File: config.mk
export PLATFORM = sky130hd
export DESIGN_NAME = lock_arbiter
export DESIGN_NICKNAME = d
export VERILOG_FILES = /design/src/rtl/lock_arb_pkg.sv /design/src/rtl/arb_rr_select.sv /design/src/rtl/arb_burst_track.sv /design/src/rtl/arb_handover.sv /design/src/rtl/lock_arbiter.sv
export SDC_FILE = /design/constraint.sdc
export NUM_CORES = 1
export LEC_CHECK = 0
export BUFFER_PORTS_ARGS = -buffer_cell sky130_fd_sc_hd__buf_2
export CAP_MARGIN = 10
export CORE_MARGIN = 3
export CORE_UTILIZATION = 61
export CTS_CLUSTER_DIAMETER = 150
export CTS_CLUSTER_SIZE = 40
export DETAILED_ROUTE_END_ITERATION = 12
export PLACE_DENSITY = 0.83
export SLEW_MARGIN = 20
export SYNTH_ARGS = -nofsm -noshare
export SYNTH_HDL_FRONTEND = slang
export SYNTH_SLANG_ARGS = --single-unit
File: constraint.sdc
create_clock -name clk -period 15 [get_ports clk]
set_input_delay 1.5 -clock clk [delete_from_list [all_inputs] [get_ports clk]]
set_output_delay 1.5 -clock clk [all_outputs]
set_load 0.02 [all_outputs]
File: src/rtl/lock_arb_pkg.sv
package lock_arb_pkg;

  // Burst kind presented with a starting transfer.
  typedef enum logic [1:0] {
    BT_SINGLE = 2'b00,
    BT_FOUR   = 2'b01,
    BT_RSVD2  = 2'b10,
    BT_RSVD3  = 2'b11
  } burst_e;

  // Beats owed by a four-beat burst, counting the start cycle.
  localparam int FOUR_BEATS = 4;

endpackage

File: src/rtl/arb_rr_select.sv
module arb_rr_select #(
  parameter int N  = 6,
  parameter int IW = 3
) (
  input  logic [N-1:0]  req,
  input  logic [IW-1:0] last,
  output logic [IW-1:0] pick
);
  // Round-robin over masters 1..N-1; master 0 is the fallback.
  localparam int R = N - 1;

  int   base;
  int   pos;
  logic found;

  always_comb begin
    pick  = '0;
    found = 1'b0;
    pos   = 0;
    base  = (last == '0) ? (R - 1) : (int'(last) - 1);
    for (int k = 1; k <= R; k++) begin
      pos = base + k;
      if (pos >= R) pos = pos - R;
      if (!found && req[pos + 1]) begin
        pick  = IW'(pos + 1);
        found = 1'b1;
      end
    end
  end

endmodule

File: src/rtl/arb_burst_track.sv
module arb_burst_track
  import lock_arb_pkg::*;
#(
  parameter int BEATS = FOUR_BEATS,
  localparam int CW   = $clog2(BEATS)
) (
  input  logic       clk,
  input  logic       rst_n,
  input  logic       hready,
  input  logic       start,
  input  logic [1:0] burst,
  output logic       idle
);
  logic [CW-1:0] beat_q;

  always_ff @(posedge clk or negedge rst_n) begin
    if (!rst_n) begin
      beat_q <= '0;
    end else if (start && burst == BT_FOUR) begin
      beat_q <= CW'(1);
    end else if (beat_q != '0 && hready) begin
      beat_q <= (beat_q == CW'(BEATS - 1)) ? '0 : beat_q + CW'(1);
    end
  end

  assign idle = (beat_q == '0);

  AST_NO_START_IN_BURST: assert property (@(posedge clk) disable iff (!rst_n)
    start |-> beat_q == '0);

endmodule

File: src/rtl/arb_handover.sv
module arb_handover #(
  parameter int IW = 3
) (
  input  logic          clk,
  input  logic          rst_n,
  input  logic          hready,
  input  logic          decide,
  input  logic          changed,
  input  logic [IW-1:0] gidx,
  input  logic          locked,
  output logic [IW-1:0] owner,
  output logic          owner_lock,
  output logic          start,
  output logic          pend
);
  always_ff @(posedge clk or negedge rst_n) begin
    if (!rst_n) begin
      owner      <= '0;
      owner_lock <= 1'b0;
      start      <= 1'b0;
      pend       <= 1'b0;
    end else begin
      start <= pend && hready;
      if (decide && changed) pend <= 1'b1;
      else if (hready)       pend <= 1'b0;
      if (hready) begin
        owner      <= gidx;
        owner_lock <= locked;
      end
    end
  end

  AST_START_AFTER_READY: assert property (@(posedge clk) disable iff (!rst_n)
    start |-> $past(hready));
  AST_OWNER_HOLD: assert property (@(posedge clk) disable iff (!rst_n)
    !start |-> ($stable(owner) && $stable(owner_lock)));
  AST_OWNER_FOLLOW: assert property (@(posedge clk) disable iff (!rst_n)
    hready |=> owner == $past(gidx));
  AST_OLOCK_FOLLOW: assert property (@(posedge clk) disable iff (!rst_n)
    hready |=> owner_lock == $past(locked));

endmodule

File: src/rtl/lock_arbiter.sv
module lock_arbiter
  import lock_arb_pkg::*;
#(
  parameter int  N     = 6,
  parameter int  BEATS = FOUR_BEATS,
  localparam int IW    = $clog2(N)
) (
  input  logic          clk,
  input  logic          rst_n,
  input  logic          hready,
  input  logic [N-1:0]  req,
  input  logic [N-1:0]  lock,
  input  logic [1:0]    burst,
  output logic [N-1:0]  grant,
  output logic [IW-1:0] owner,
  output logic          owner_lock,
  output logic          busreq,
  output logic          decide,
  output logic          start,
  output logic          locked
);
  logic [IW-1:0] gidx;
  logic [IW-1:0] pick;
  logic          pick_lock;
  logic          changed;
  logic          pend;
  logic          burst_idle;
  logic          lock_hold;

  // Binary index of the one-hot grant.
  always_comb begin
    gidx = '0;
    for (int i = 0; i < N; i++) begin
      if (grant[i]) gidx = IW'(i);
    end
  end

  arb_rr_select #(.N(N), .IW(IW)) u_sel (
    .req  (req),
    .last (gidx),
    .pick (pick)
  );

  arb_burst_track #(.BEATS(BEATS)) u_burst (
    .clk    (clk),
    .rst_n  (rst_n),
    .hready (hready),
    .start  (start),
    .burst  (burst),
    .idle   (burst_idle)
  );

  arb_handover #(.IW(IW)) u_hand (
    .clk        (clk),
    .rst_n      (rst_n),
    .hready     (hready),
    .decide     (decide),
    .changed    (changed),
    .gidx       (gidx),
    .locked     (locked),
    .owner      (owner),
    .owner_lock (owner_lock),
    .start      (start),
    .pend       (pend)
  );

  assign pick_lock = lock[pick];
  assign lock_hold = locked && req[gidx];
  assign decide    = hready && !pend && !start && burst_idle && !lock_hold;
  assign changed   = (pick != gidx) || (pick_lock != locked);
  assign busreq    = req[owner];

  always_ff @(posedge clk or negedge rst_n) begin
    if (!rst_n) begin
      grant  <= N'(1);
      locked <= 1'b0;
    end else if (decide) begin
      grant  <= N'(1) << pick;
      locked <= pick_lock;
    end
  end

  AST_GRANT_ONEHOT: assert property (@(posedge clk) disable iff (!rst_n)
    $countones(grant) == 1);
  AST_HOLD_GRANT: assert property (@(posedge clk) disable iff (!rst_n)
    !decide |=> ($stable(grant) && $stable(locked)));
  AST_LOCK_CAPTURE: assert property (@(posedge clk) disable iff (!rst_n)
    decide |=> locked == $past(pick_lock));
  AST_DEFAULT_MASTER: assert property (@(posedge clk) disable iff (!rst_n)
    (decide && req == '0) |=> grant == N'(1));

endmodule

==> results.md <==
- Dpl cells: between 300 and 400
- Setup TNS: 0 ns
- Cell mode on critical path: ha_1
- MaxCap Viol Count: 0
- Slew Limit Fails: 0
- Setup Crit Path Kind: register to register
- WHS: 0.504 ns
- Tmin final: ~7 ns
- Status: complete, no violations
- Setup crit end kind: register
- Die X: 70.6 µm
- Crit-path max FO: 28
- Core ar.: 3830 µm²
- Drt initial violations: 176
- Seq cells post-synth: 15
- Startpoint Class: register
- Drt wl/cell: 16.8 µm
- Most instantiated cells after synthesis: 36 x ha_1, 24 x nor2_1, 23 x nand2_1
- Cts bufs inserted: 3
- Post-CTS Hold Buffers: 0
- Count leader, synth: ha_1
- RSZ-0062 raised after global routing: false
- Share of cells above drive strength 1: a little under a quarter
- GRT Overall Usage: 25.2%
- Dominant cells by area after synthesis: ha_1 18%, dfrtp_1 14%, mux2i_1 3.9%
- I/O Pins: 31
- Synthesized cell area: approximately 2500 µm²
- Seq/Total Area, Yosys: 14.8%
- Via count: around 2.4k
- Final setup fails: 0
- Layout area overhead: 8.99%
- Max clock buf depth: 2
- Die Ht: 70.6 µm
- Crit-path cells: nor2_1 -> nor3_2 -> nor3_1 -> ha_1 -> nor4_1 -> and2_0 -> buf_4 -> ha_1 -> nand2_1 -> ha_1 -> or3_1 -> or3_1 -> mux2_4 -> nor3_4 -> ha_1 -> xnor2_1 -> a211oi_1 -> a21oi_2 -> and4b_4 -> a221o_2 -> mux2_4 -> o2bb2ai_2 -> o41a_1 -> o311ai_1
- Worst path required time: 15.14 ns
- Fin crit share: 47.9%
- Resize count post-CTS: 0
- Library cells used by synthesis: between 70 and 80
- Total Nets Final: 378
- Dominant synthesized flop cell: dfrtp_1
- DR DRC count: 0
- Final wirelength: about 6300 µm
- Syn Area/Cell: 8.57 µm²
- Cells after synthesis: 297
- Post-DP HPWL: about 4900 µm
- Headroom to the max-slew limit: 52.6%
- Die Area: 4990 µm²
- H-tree depth: 1
- GPL Wtd Cong: 0.969
- Clock Sinks: 15
- Diode count: 0
- GRT overflow: 0
- Initial antenna violation count: 0
- Clock latency on the worst-skew pair: 0.25 ns
- Largest net degree at the start of global routing: 29
- Non-Filler Instances: 372
- Initial Util: ~67%
- Syn Nets: 350
- FP Rows: 22
- Detail-routed via count per cell: 6.50
- Drt pass-1 iters: 4
- First-pass GRT wire length: 10400 µm
- Synth top area share: 17.7%
- Post-route ant nets: 0
- Actual slew at the worst max-slew pin: 0.711 ns
- Max frequency: ~140 MHz
- Worst-path clk slew: 0.06 ns
- Yosys warnings: 0
- Finished Cell Area: 2780 µm²
- Area post-placement: around 2700 µm²
- HP Class: register to register
- Fin. Hold Viols: 0
- TritonCTS clock tree: built
- Largest area contributor in the netlist: ha_1
- Via count of the first global-routing pass: 2216
- CP Data Arrival Time: 7.32 ns
- PortBufs: 30
- Async S/R FF share, synth: between 90% and 100%
- Layout Skew: around 0.0043 ns
- Root Driver: clkbuf_8
- Cell at the slowest stage of the critical path: dfrtp_1
- EDFF count, synth: 0
- Post-CTS setup repair buffer count: 0
- Critical path's largest stage delay: 0.59 ns
## placed cells by master (no fill, tap or decap), drive strengths merged, types with 4 or more instances in the layout
cell    synthesis  final
a211oi          5      5
nor3           11     11
mux2i          10     10
xnor2          10     10
nand2          23     23
a22o            4      4
nand4           5      5
o21ai          13     13
o211ai          4      4
or2             5      5
o31ai           4      4
ha             36     36
nand3           9      9
buf             3     31
nor2b           6      6
dfrtp          14     14
a31oi           4      4
nor2           25     25
mux2            9      9
a21oi          17     17
inv            15     15
## worst paths after layout
check / start / to / slack [ns] / cells past startpoint
min: u_hand.owner_lock / u_hand.owner_lock / 0.50 / 1
min reg2reg: u_hand.owner_lock / u_hand.owner_lock / 0.50 / 1
max: grant[3] / u_hand.pend / 7.82 / 24
max in group asynchronous: rst_n / grant[0] / 13.56 / 1
max reg2reg: grant[3] / u_hand.pend / 7.82 / 24
min in group asynchronous: rst_n / u_hand.owner_lock / 1.14 / 1
## registers in the layout, summed over array words and instances (netlist names)
register           flops
grant                  6
u_hand.pend            1
u_hand.start           1
u_hand.owner           3
u_hand.owner_lock      1
u_burst.beat_q         2
locked                 1
## per-layer routing
layer	part of all wire, %	vias to the layer above	GRT usage, %	wire (µm)
li1	-	1182	-	-
met1	46	1115	37.8	2880
met2	44	108	38.5	2780
met3	8.2	14	3.84	514
met4	1.3	0	5.43	82
met5	0	-	0	0
## area by class of cell
type,instances,area (µm²)
multi-input cells,259,2080
fillers,292,1050
flip-flops and latches,15,377
repair buffers,31,158
well taps,48,60.1
inverters,15,56.3
clock buffers,3,41.3
clock inverters,1,5.00
## logic make-up after synthesis
logic type | share of synthesized area (%)
AOI/OAI and AO/OA | 23.6
buffers and inverters | 3.78
DFF | 14.8
and+or+nand+nor | 24.7
xor gates and xnor gates | 4.42
muxes | 11.0
adders and majority gates | 17.7
## stage by stage
| stage | setup WS (ns) | utilization, % |
|---|---|---|
| 2_1_floorplan | 7.75 | - |
| 3_3_place_gp | 7.89 | 71.2 |
| 3_5_place_dp | 7.60 | 71.2 |
| 4_1_cts | 7.56 | 72.4 |
| 5_1_grt | 7.32 | 72.5 |
| 6_report | 7.82 | 72.5 |
## critical path, delay by kind of cell, from the launching register on
family / cells / cell delay [ns]
flops: 1 / 0.59
mux: 2 / 0.69
xor+xnor: 1 / 0.11
compound gates: 6 / 1.58
simple gates: 10 / 2.84
buf+inv: 1 / 0.30
fa+ha+maj: 4 / 0.95
Power is left out: the tool's default activity adds up to more than one toggle a clock period on the data nets, which glitch-free logic cannot reach.
